--- config.mk ---
export PLATFORM = sky130hd
export DESIGN_NAME = wiper_ctrl
export DESIGN_NICKNAME = d
export VERILOG_FILES = /design/src/rtl/wiper_pkg.sv /design/src/rtl/wiper_sync.sv /design/src/rtl/wiper_counter.sv /design/src/rtl/wiper_store.sv /design/src/rtl/wiper_ctrl.sv
export SDC_FILE = /design/constraint.sdc
export NUM_CORES = 1
export LEC_CHECK = 0
export BUFFER_PORTS_ARGS = -buffer_cell sky130_fd_sc_hd__buf_2
export CAP_MARGIN = 20
export CORE_MARGIN = 2
export CORE_UTILIZATION = 57
export DETAILED_ROUTE_END_ITERATION = 10
export PLACE_DENSITY = 0.77
export SLEW_MARGIN = 10
export SYNTH_ARGS = -nofsm -noshare
export SYNTH_HDL_FRONTEND = slang
export SYNTH_SLANG_ARGS = --single-unit
--- constraint.sdc ---
create_clock -name clk -period 1.4 [get_ports clk]
set_input_delay 0.07 -clock clk [delete_from_list [all_inputs] [get_ports clk]]
set_output_delay 0.07 -clock clk [all_outputs]
set_load 0.05 [all_outputs]
--- src/rtl/wiper_pkg.sv ---
package wiper_pkg;
  // Synchronized view of the three control lines
  typedef struct packed {
    logic sel_n;
    logic dir_up;
    logic strobe;
  } ctl_t;

  localparam ctl_t CTL_IDLE = '{sel_n: 1'b1, dir_up: 1'b0, strobe: 1'b0};
endpackage

--- src/rtl/wiper_sync.sv ---
module wiper_sync #(
  parameter int          W       = 1,
  parameter logic [W-1:0] RST_VAL = '0
) (
  input  logic         clk,
  input  logic         rst_n,
  input  logic [W-1:0] d,
  output logic [W-1:0] q
);
  logic [W-1:0] meta_q;

  always_ff @(posedge clk or negedge rst_n) begin
    if (!rst_n) begin
      meta_q <= RST_VAL;
      q      <= RST_VAL;
    end else begin
      meta_q <= d;
      q      <= meta_q;
    end
  end
endmodule

--- src/rtl/wiper_counter.sv ---
module wiper_counter #(
  parameter int NUM_POS = 100,
  parameter int POS_W   = $clog2(NUM_POS)
) (
  input  logic             clk,
  input  logic             rst_n,
  input  logic             load_en,
  input  logic [POS_W-1:0] load_val,
  input  logic             step_en,
  input  logic             up,
  output logic [POS_W-1:0] pos
);
  localparam logic [POS_W-1:0] TOP = POS_W'(NUM_POS - 1);

  logic [POS_W-1:0] pos_d;
  logic             pos_en;

  always_comb begin
    pos_d  = pos;
    pos_en = 1'b0;
    if (load_en) begin
      pos_d  = load_val;
      pos_en = 1'b1;
    end else if (step_en) begin
      if (up && pos != TOP) begin
        pos_d  = pos + POS_W'(1);
        pos_en = 1'b1;
      end else if (!up && pos != '0) begin
        pos_d  = pos - POS_W'(1);
        pos_en = 1'b1;
      end
    end
  end

  always_ff @(posedge clk or negedge rst_n) begin
    if (!rst_n)      pos <= '0;
    else if (pos_en) pos <= pos_d;
  end
endmodule

--- src/rtl/wiper_store.sv ---
module wiper_store #(
  parameter int POS_W        = 7,
  parameter int DEFAULT_POS  = 50,
  parameter int STORE_CYCLES = 16
) (
  input  logic             clk,
  input  logic             rst_n,
  input  logic             por_n,
  input  logic             commit,
  input  logic [POS_W-1:0] data,
  output logic [POS_W-1:0] stored,
  output logic             busy
);
  localparam int CNT_W = $clog2(STORE_CYCLES + 1);

  logic [CNT_W-1:0] cnt_q, cnt_d;

  assign busy = (cnt_q != '0);

  always_comb begin
    cnt_d = cnt_q;
    if (busy)        cnt_d = cnt_q - CNT_W'(1);
    else if (commit) cnt_d = CNT_W'(STORE_CYCLES);
  end

  always_ff @(posedge clk or negedge rst_n) begin
    if (!rst_n) cnt_q <= '0;
    else        cnt_q <= cnt_d;
  end

  // Storage cell: survives rst_n, cleared only by power-on
  always_ff @(posedge clk or negedge por_n) begin
    if (!por_n)                stored <= POS_W'(DEFAULT_POS);
    else if (commit && !busy)  stored <= data;
  end
endmodule

--- src/rtl/wiper_ctrl.sv ---
module wiper_ctrl
  import wiper_pkg::*;
#(
  parameter int NUM_POS      = 100,
  parameter int DEFAULT_POS  = 50,
  parameter int STORE_CYCLES = 16,
  parameter int POS_W        = $clog2(NUM_POS)
) (
  input  logic             clk,
  input  logic             rst_n,
  input  logic             por_n,
  input  logic             sel_n,
  input  logic             dir_up,
  input  logic             strobe,
  output logic [POS_W-1:0] wiper_pos,
  output logic             store_busy
);
  logic [1:0]       rst_sync_q;
  logic             irst_n;
  ctl_t             ctl_raw, ctl_s;
  logic             sel_prev_q, strobe_prev_q, recall_q;
  logic             sel_s;
  logic             strobe_fall, sel_rise, step_en, commit;
  logic [POS_W-1:0] stored_pos;

  // Reset: asynchronous assert, synchronous release
  always_ff @(posedge clk or negedge rst_n) begin
    if (!rst_n) rst_sync_q <= 2'b00;
    else        rst_sync_q <= {rst_sync_q[0], 1'b1};
  end
  assign irst_n = rst_sync_q[1];

  assign ctl_raw = '{sel_n: sel_n, dir_up: dir_up, strobe: strobe};

  wiper_sync #(.W($bits(ctl_t)), .RST_VAL(CTL_IDLE)) u_sync (
    .clk   (clk),
    .rst_n (irst_n),
    .d     (ctl_raw),
    .q     (ctl_s)
  );

  assign sel_s = ctl_s.sel_n;

  always_ff @(posedge clk or negedge irst_n) begin
    if (!irst_n) begin
      sel_prev_q    <= 1'b1;
      strobe_prev_q <= 1'b0;
      recall_q      <= 1'b1;
    end else begin
      sel_prev_q    <= ctl_s.sel_n;
      strobe_prev_q <= ctl_s.strobe;
      recall_q      <= 1'b0;
    end
  end

  assign strobe_fall = strobe_prev_q & ~ctl_s.strobe;
  assign sel_rise    = ~sel_prev_q & ctl_s.sel_n;
  assign step_en     = strobe_fall & ~ctl_s.sel_n & ~store_busy & ~recall_q;
  assign commit      = sel_rise & ctl_s.strobe & ~store_busy & ~recall_q;

  wiper_counter #(.NUM_POS(NUM_POS), .POS_W(POS_W)) u_cnt (
    .clk      (clk),
    .rst_n    (irst_n),
    .load_en  (recall_q),
    .load_val (stored_pos),
    .step_en  (step_en),
    .up       (ctl_s.dir_up),
    .pos      (wiper_pos)
  );

  wiper_store #(.POS_W(POS_W), .DEFAULT_POS(DEFAULT_POS),
                .STORE_CYCLES(STORE_CYCLES)) u_store (
    .clk    (clk),
    .rst_n  (irst_n),
    .por_n  (por_n),
    .commit (commit),
    .data   (wiper_pos),
    .stored (stored_pos),
    .busy   (store_busy)
  );
endmodule

* Word level (Yosys, flattened, before mapping)
Index checks and enable logic that the tools add are counted.
Storage, ports and cells: word-level logic and storage cells 47, output and inout port bits 8, bits in registers 30
Cells by class: mux-type cells 10, bitwise operators 13, add/subtract/negate cells 3, eq/ne operators 1, reductions and logical operators 11
Operator list (count):
- $mux W7 | 4
- $mux W5 | 2
- $and A1 B1 Y1 | 8
- $add A7 B1 Y7 const B | 1
- $ne A7 B7 Y1 const B | 1
- $reduce_bool A7 Y1 | 1
- $sub A7 B1 Y7 const B | 1
- $not A1 Y1 | 5
- $reduce_bool A5 Y1 | 1
- $sub A5 B1 Y5 const B | 1
- $mux W1 | 4
- $reduce_bool A2 Y1 | 2
- $logic_and A1 B1 Y1 | 3
- $reduce_and A3 Y1 | 1
- $reduce_bool A3 Y1 | 1
- $logic_not A1 Y1 | 2

* Longest topological paths before layout
Gate-level depths: netlist of run 1.
depth after elaboration 8, gate-level depth with buffers 9

* By module
Synthesis of run 1 repeated with hierarchy kept, for this count alone.
Second synthesis, totals: cell total of the unflattened synthesis 129, area, all modules 1495.2 µm²
By module, submodules not included:
- wiper_counter | cells each 74, area each 638.1 µm², times used 1
- wiper_store | cells each 38, area each 546.8 µm², times used 1
- wiper_ctrl | cells each 11, area each 157.7 µm², times used 1
- wiper_sync | cells each 6, area each 152.6 µm², times used 1

* Least setup slack after synthesis of run 1
OpenSTA, ideal clock, no wires.
path type reg-to-reg, start register u_cnt.pos[0], end register u_cnt.pos[3], stages on the path, launching flop included 10, slack -1.058 ns, clock period less this slack 2.458 ns, arrival time 2.331 ns, setup time 0.128 ns, path through dfrtp_1 > and4_4 > nand2_1 > nand2_1 > ha_1 > a211oi_1 > nor2_1 > nor2_1 > o41ai_1 > mux2_1
On the way: longest elaborated chain between the ends 7
Ends and longest elaborated chain:
- from (decl) | line wiper_counter.sv:11 | output logic [POS_W-1:0] pos
- from (signal assigned) | line wiper_counter.sv:37 | else if (pos_en) pos <= pos_d;
- branches (longest 7 deep; another with $sub A7 B1 Y7)
Parallel ways; which one is timed is not known. The select of a mux whose other input is x is not followed. A chain may end at the register's enable or synchronous reset.

* Worst setup path in the final report of run 1
start register u_cnt.pos[1], end register u_cnt.pos[2]
The elaborated chain is that of the path after synthesis.

==> impl_metrics.json, run 1 <==
{
  "rsz0062_at_grt": "yes",
  "nNetsFinal": 208,
  "fillCellCount": 80,
  "drt_iter0_drc": 66,
  "p_sw_share_pct": 36.0,
  "std_cell_rows": 18,
  "num_vias": 1440,
  "fin_crit_ps": 2160,
  "grt_max_degree": 15,
  "max_stage_delay_ps": 480,
  "yosysWarningCount": 0,
  "worstPathArrival_ps": 2350,
  "antenna_found_initial": 0,
  "crit_path_max_fanout": 5,
  "layout-drive-gt1-share_pct": 62.1,
  "portBuffers": 13,
  "critical_path.top_delay_family": "flip-flops",
  "clkTransAtPathRegs_ps": 100,
  "comb_power_share_pct": 42.9,
  "syn_avg_cell_area_um2": 11.6,
  "syn_area_um2": 1450,
  "gp_congestion": 0.904,
  "worst_slack_ps": -758,
  "place_inst": 195,
  "synth_top_area_share_pct": 39.7,
  "finClkSkew_ps": 16.3,
  "clockRootBuffer": "clkbuf_4",
  "final-instance-count-excl-fill": 225,
  "cts_buffer_depth": 2,
  "setup_violations": 20,
  "die_y_um": 54.5,
  "drc": 0,
  "report.final.slew_viol_count": 0,
  "synth-edff-count": 0,
  "synth_ff_type": "dfrtp_1",
  "start_kind": "register",
  "p_per_area_nw_per_um2": 1220,
  "cts_sinks": 30,
  "end_kind": "register",
  "core_area_um2": 2450,
  "die_w_um": 54.5,
  "intPower_uw": 1790,
  "detail-route-antenna-nets": 0,
  "worst_hold_path_type": "input pin to async pin",
  "yosysSeqAreaShare_pct": 52.3,
  "finalCritPeriodShare_pct": 154,
  "synthMostInstantiatedCell": "dfrtp_1",
  "worst_hold_slack_ps": 63.9,
  "pwr-share-clk_pct": 17.3,
  "drt-total-wl_mm": 5.43,
  "path_cells": "and4_4, nand2_4, nand2_8, fa_2, buf_4, buf_4, xor2_1, nor2_1, o41ai_2",
  "max_cap_viol_count": 0,
  "async_flop_share_pct": 100,
  "dieArea_um2": 2970,
  "critPathBufInv": 2,
  "htreeDepth": 2,
  "violations": "negative setup slack",
  "viasPerCell": 6.40,
  "synth_nets": 139,
  "synth_top_area_cell": "dfrtp_1",
  "yosys-top-cells-area": "dfrtp_1 40%, dfstp_2 13%, mux2_2 6.2%, ha_1 6.0%, nand2_1 3.6%",
  "cp.required_ps": 1590,
  "synth_seq_cells": 30,
  "n_antenna_cell": 0,
  "ios": 14,
  "synth_cell_types": 36,
  "syn_inst": 125,
  "grt_usage_pct": 33.3,
  "worstSetupPathType": "register to register",
  "clk_latency_ps": 320,
  "grt_pass1_wl_mm": 6.53,
  "power.leakage_uw": 0.00105,
  "numCtsBuffers": 5,
  "finalHoldViolCount": 0,
  "p_seq_share_pct": 39.8,
  "drt_pre_antenna_iters": 5,
  "fmax_mhz": 463,
  "synth_commonest_cells": "23 x dfrtp_1, 14 x nand2_1, 9 x nor2_1",
  "dp_hpwl_mm": 2.50,
  "r2r_slack_ps": -760,
  "route.detailed.wl_per_inst_um": 24.1,
  "cts_tree": "built",
  "start_util_pct": 59.1,
  "slowest_stage": "dfrtp_4",
  "cp_common_cell": "buf_4",
  "grt_remaining_overflow": 0,
  "outcome": "finished with violations",
  "peakVddDrop_mv": 1.60,
  "areaGrowthSynthToFinish_pct": 58.3,
  "grt_pass1_vias": 1283,
  "power.net_switching_uw": 1010
}
## placed cells by master (no fill, tap or decap), drive strengths merged
master / count
a211oi: 1
a21o: 2
a21oi: 7
a22o: 3
a31oi: 2
and2: 1
and4: 1
buf: 58
clkbuf: 6
clkinv: 2
conb: 2
dfrtp: 23
dfstp: 7
dlygate4sd3: 5
fa: 1
ha: 7
inv: 3
mux2: 9
mux2i: 2
nand2: 14
nand3: 2
nor2: 9
nor2b: 2
nor3: 2
nor4: 1
nor4b: 1
nor4bb: 1
o2111ai: 1
o21ai: 8
o21bai: 1
o31a: 1
o41ai: 2
or3: 1
xnor2: 2
xor2: 5
## metrics by stage
step                util, %  TNS (ps)  total power [µW]  setup WS (ps)  area [µm²]
detailed placement     74.7     -5520              1800           -624        1830
global placement       74.7     -4420              1750           -603        1830
floorplan                 -     -5290              1460           -703        1530
finish                 93.6     -8030              2790           -758        2300
global route           93.6     -8660              2910           -834        2300
CTS                    88.2     -5590              2540           -613        2170
## power by group through the flow
stage	clock network (µW)	registers [µW]	logic, µW
3_3_place_gp	0	1080	679
5_1_grt	524	1120	1270
2_1_floorplan	0	1130	333
3_5_place_dp	0	1090	717
4_1_cts	487	1080	977
6_report	482	1110	1200
## area by class of cell
cell class | count | area, µm² | share of cell area, %
clock buffers | 6 | 41.3 | 1.80
repair buffers | 63 | 498 | 21.7
inverters | 3 | 13.8 | 0.599
flip-flops and latches | 30 | 771 | 33.6
multi-input cells | 91 | 926 | 40.3
well taps | 30 | 37.5 | 1.63
clock inverters | 2 | 10.0 | 0.436
## routing by layer
| metal | vias to the layer above | routed length (µm) | global-route usage [%] |
|---|---|---|---|
| li1 | 579 | - | - |
| met1 | 686 | 1920 | 36.7 |
| met2 | 128 | 2650 | 58.6 |
| met3 | 47 | 434 | 8.74 |
| met4 | 0 | 422 | 17.1 |
| met5 | - | 0 | 0 |
## registers in the layout (all words and copies together) (netlist names), 2 cells and up
signal,flops
u_sync.q,3
rst_sync_q,2
u_store.cnt_q,5
u_sync.meta_q,3
u_store.stored,7
u_cnt.pos,7
## cells by family after synthesis
logic type                 synth area share, %
AOI/OAI and AO/OA                         12.6
xor gates and xnor gates                  4.22
adders and majority gates                 7.41
buffers and inverters                     1.81
DFF                                       52.3
muxes                                     8.36
other                                    0.517
and+or+nand+nor                           12.8
## worst reg2reg max path: stages (launching register included)
cell and delay, ps:
dfrtp_4 480, and4_4 170, nand2_4 90, nand2_8 80
fa_2 380, buf_4 150, buf_4 130, xor2_1 180
nor2_1 80, o41ai_2 290
## worst paths after layout
| kind | start | to | cells past startpoint |
|---|---|---|---|
| setup reg to reg | u_cnt.pos[1]$_DFFE_PN0P_ | u_cnt.pos[2]$_DFFE_PN0P_ | 9 |
| setup / recovery | u_cnt.pos[1]$_DFFE_PN0P_ | u_cnt.pos[2]$_DFFE_PN0P_ | 9 |
| hold / removal | rst_n | rst_sync_q[0]$_DFF_PN0_ | 2 |
| hold reg to reg | rst_sync_q[1]$_DFF_PN0_ | u_sync.meta_q[1]$_DFF_PN0_ | 0 |
| min in group clk | u_sync.meta_q[2]$_DFF_PN1_ | u_sync.q[2]$_DFF_PN1_ | 0 |
| max in group asynchronous | rst_sync_q[1]$_DFF_PN0_ | sel_prev_q$_DFF_PN1_ | 1 |
## repair_timing
action	CTS	global route
setup buffers	9	10
endpoints found under the hold margin	12	0
pin swaps	16	14
endpoints found under the setup margin	18	20
hold buffers	5	0
gates cloned	1	0
resized for setup	29	16
Note: power is estimated with default switching activity, not from simulation.
==> inputs of run 2 (changes only) <==
--- a/config.mk
+++ b/config.mk
@@ -8,9 +8,9 @@
 export BUFFER_PORTS_ARGS = -buffer_cell sky130_fd_sc_hd__buf_2
 export CAP_MARGIN = 20
 export CORE_MARGIN = 2
-export CORE_UTILIZATION = 57
+export CORE_UTILIZATION = 52
 export DETAILED_ROUTE_END_ITERATION = 10
-export PLACE_DENSITY = 0.77
+export PLACE_DENSITY = 0.74
 export SLEW_MARGIN = 10
 export SYNTH_ARGS = -nofsm -noshare
 export SYNTH_HDL_FRONTEND = slang
==> constraint.sdc (replaced) <==
create_clock -name clk -period 1.79 [get_ports clk]
set_input_delay 0.0895 -clock clk [delete_from_list [all_inputs] [get_ports clk]]
set_output_delay 0.0895 -clock clk [all_outputs]
set_load 0.05 [all_outputs]
==> run 2 against run 1 <==
- the flow still finishes with violations (negative setup slack)
- non-clock buffer count shrank 11
- sequential power fell by 22%
- critical path depth rose by 2
- worst hold slack got worse by 9.3 ps
- highest routed layer unchanged
- largest power group is now registers
- sequential cell count unchanged
==> impl_metrics.json, run 2 (same netlist as run 1, synthesis figures left out) <==
{
  "outcome": "finished with violations",
  "violations": "negative setup slack",
  "dieArea_um2": 3230,
  "grt_pass1_wl_mm": 5.66,
  "max_stage_delay_ps": 480,
  "place_inst": 187,
  "grt_max_degree": 15,
  "critical_path.top_delay_family": "flip-flops",
  "report.final.slew_viol_count": 0,
  "portBuffers": 13,
  "worstSetupPathType": "register to register",
  "peakVddDrop_mv": 0.890,
  "multiInputGateArea_um2": 803,
  "ios": 14,
  "dp_hpwl_mm": 2.42,
  "htreeDepth": 2,
  "slowest_stage": "dfrtp_4",
  "grt_pass1_vias": 1256,
  "grt_usage_pct": 23.6,
  "ff2ff_path_depth": 11,
  "detail-route-antenna-nets": 0,
  "p_per_area_nw_per_um2": 898,
  "fillCellCount": 168,
  "worst_pin_slew_ps": 583,
  "worst_slack_ps": -344,
  "finalCritPeriodShare_pct": 119,
  "start_kind": "register",
  "final_common_cell": "buf_4",
  "layout-drive-gt1-share_pct": 52.7,
  "nNetsFinal": 197,
  "cts_buffer_depth": 2,
  "cp.depth": 11,
  "n_antenna_cell": 0,
  "cts_sinks": 30,
  "drc": 0,
  "worstPathArrival_ps": 2400,
  "drt_pre_antenna_iters": 4,
  "rsz0062_at_grt": "yes",
  "cp.required_ps": 2050,
  "worst_hold_path_type": "input pin to async pin",
  "layout_common_cells": "30 x buf_4, 16 x dfrtp_1, 12 x buf_2, 11 x nand2_1, 9 x nor2_1",
  "setup_violations": 5,
  "power.leakage_uw": 0.000967,
  "die_w_um": 56.8,
  "start_util_pct": 53.6,
  "end_kind": "register",
  "areaGrowthSynthToFinish_pct": 44.1,
  "path_cells": "and4_4, nand2_4, nand2_8, buf_12, buf_4, ha_4, buf_6, a21oi_2, xor2_1, o31a_1, o21ai_1",
  "finClkSkew_ps": 7.44,
  "route.detailed.wl_per_inst_um": 18.6,
  "power_uw": 1880,
  "num_vias": 1233,
  "viasPerCell": 5.73,
  "regArea_um2": 771,
  "cts_tree": "built",
  "fin_crit_ps": 2130,
  "slew_headroom_pct": 60.6,
  "antenna_found_initial": 0,
  "die_y_um": 56.8,
  "critPathBufInv": 3,
  "grt_remaining_overflow": 0,
  "std_cell_rows": 19,
  "numCtsBuffers": 5,
  "final-instance-count-excl-fill": 215,
  "gp_congestion": 0.874,
  "drt-total-wl_mm": 3.99,
  "reg.largest.list": "u_cnt.pos (7), u_store.stored (7), u_store.cnt_q (5)",
  "fmax_mhz": 469,
  "finalHoldViolCount": 0,
  "finish.utilization_pct": 77.1,
  "dp_worst_setup_slack_ps": -289,
  "drt_iter0_drc": 39,
  "max_cap_viol_count": 0,
  "core_area_um2": 2710,
  "clkTransAtPathRegs_ps": 90,
  "worst_hold_slack_ps": 54.6,
  "crit_path_max_fanout": 4,
  "clockRootBuffer": "clkbuf_4",
  "clk_latency_ps": 340
}
## run 2: cell types whose count changed in the layout (fill, tap and decap cells not counted), sizes merged
cell / delta
clkinv: -1
buf: -11
clkbuf: +1
## run 2: power breakdown
part	switching, µW	internal (µW)
combinational	295	298
clock	232	190
sequential	95.2	767
## run 2: worst register-to-register path: stages (launching register included)
cell,delay (ps)
dfrtp_4,480
and4_4,170
nand2_4,90
nand2_8,70
buf_12,140
buf_4,130
ha_4,270
buf_6,100
a21oi_2,50
xor2_1,170
o31a_1,240
o21ai_1,150
## run 2: final cells by class
class,instances,share of cell area (%)
Tap cell,31,1.86
Sequential cell,30,36.9
Multi-Input combinational cell,91,38.4
Timing Repair Buffer,52,19.3
Clock inverter,1,0.239
Inverter,3,0.658
Clock buffer,7,2.63
## run 2: per-layer routing
metal / vias to the layer above / track usage (%) / part of all wire, %
li1: 560 / - / -
met1: 617 / 30.1 / 37
met2: 44 / 38.7 / 54
met3: 12 / 7.83 / 6.1
met4: 0 / 6.64 / 2.2
met5: - / 0 / 0
## run 2: metrics by stage
step	setup TNS (ps)	cell area [µm²]
global route	-2150	2090
detailed placement	-1030	1760
CTS	-995	1960
finish	-1500	2090
floorplan	-1250	1530
global placement	-849	1760
## run 2: final timing paths
check | endpoint | from | slack [ps]
min in group clk | u_sync.q[1]$_DFF_PN0_ | u_sync.meta_q[1]$_DFF_PN0_ | 350
worst min register to register | u_cnt.pos[1]$_DFFE_PN0P_ | rst_sync_q[1]$_DFF_PN0_ | 210
worst max-delay path | u_cnt.pos[4]$_DFFE_PN0P_ | u_cnt.pos[1]$_DFFE_PN0P_ | -340
worst max register to register | u_cnt.pos[4]$_DFFE_PN0P_ | u_cnt.pos[1]$_DFFE_PN0P_ | -340
worst min-delay path | rst_sync_q[1]$_DFF_PN0_ | rst_n | 50
max in group asynchronous | recall_q$_DFF_PN1_ | rst_sync_q[1]$_DFF_PN0_ | 970
## run 2: timing repair
action	CTS	global route
gates resized for setup	6	14
hold buffers	5	0
setup buffers	5	9
cloned	0	1
pin swaps	15	10
hold endpoints to repair	12	0
setup endpoints to repair	11	15
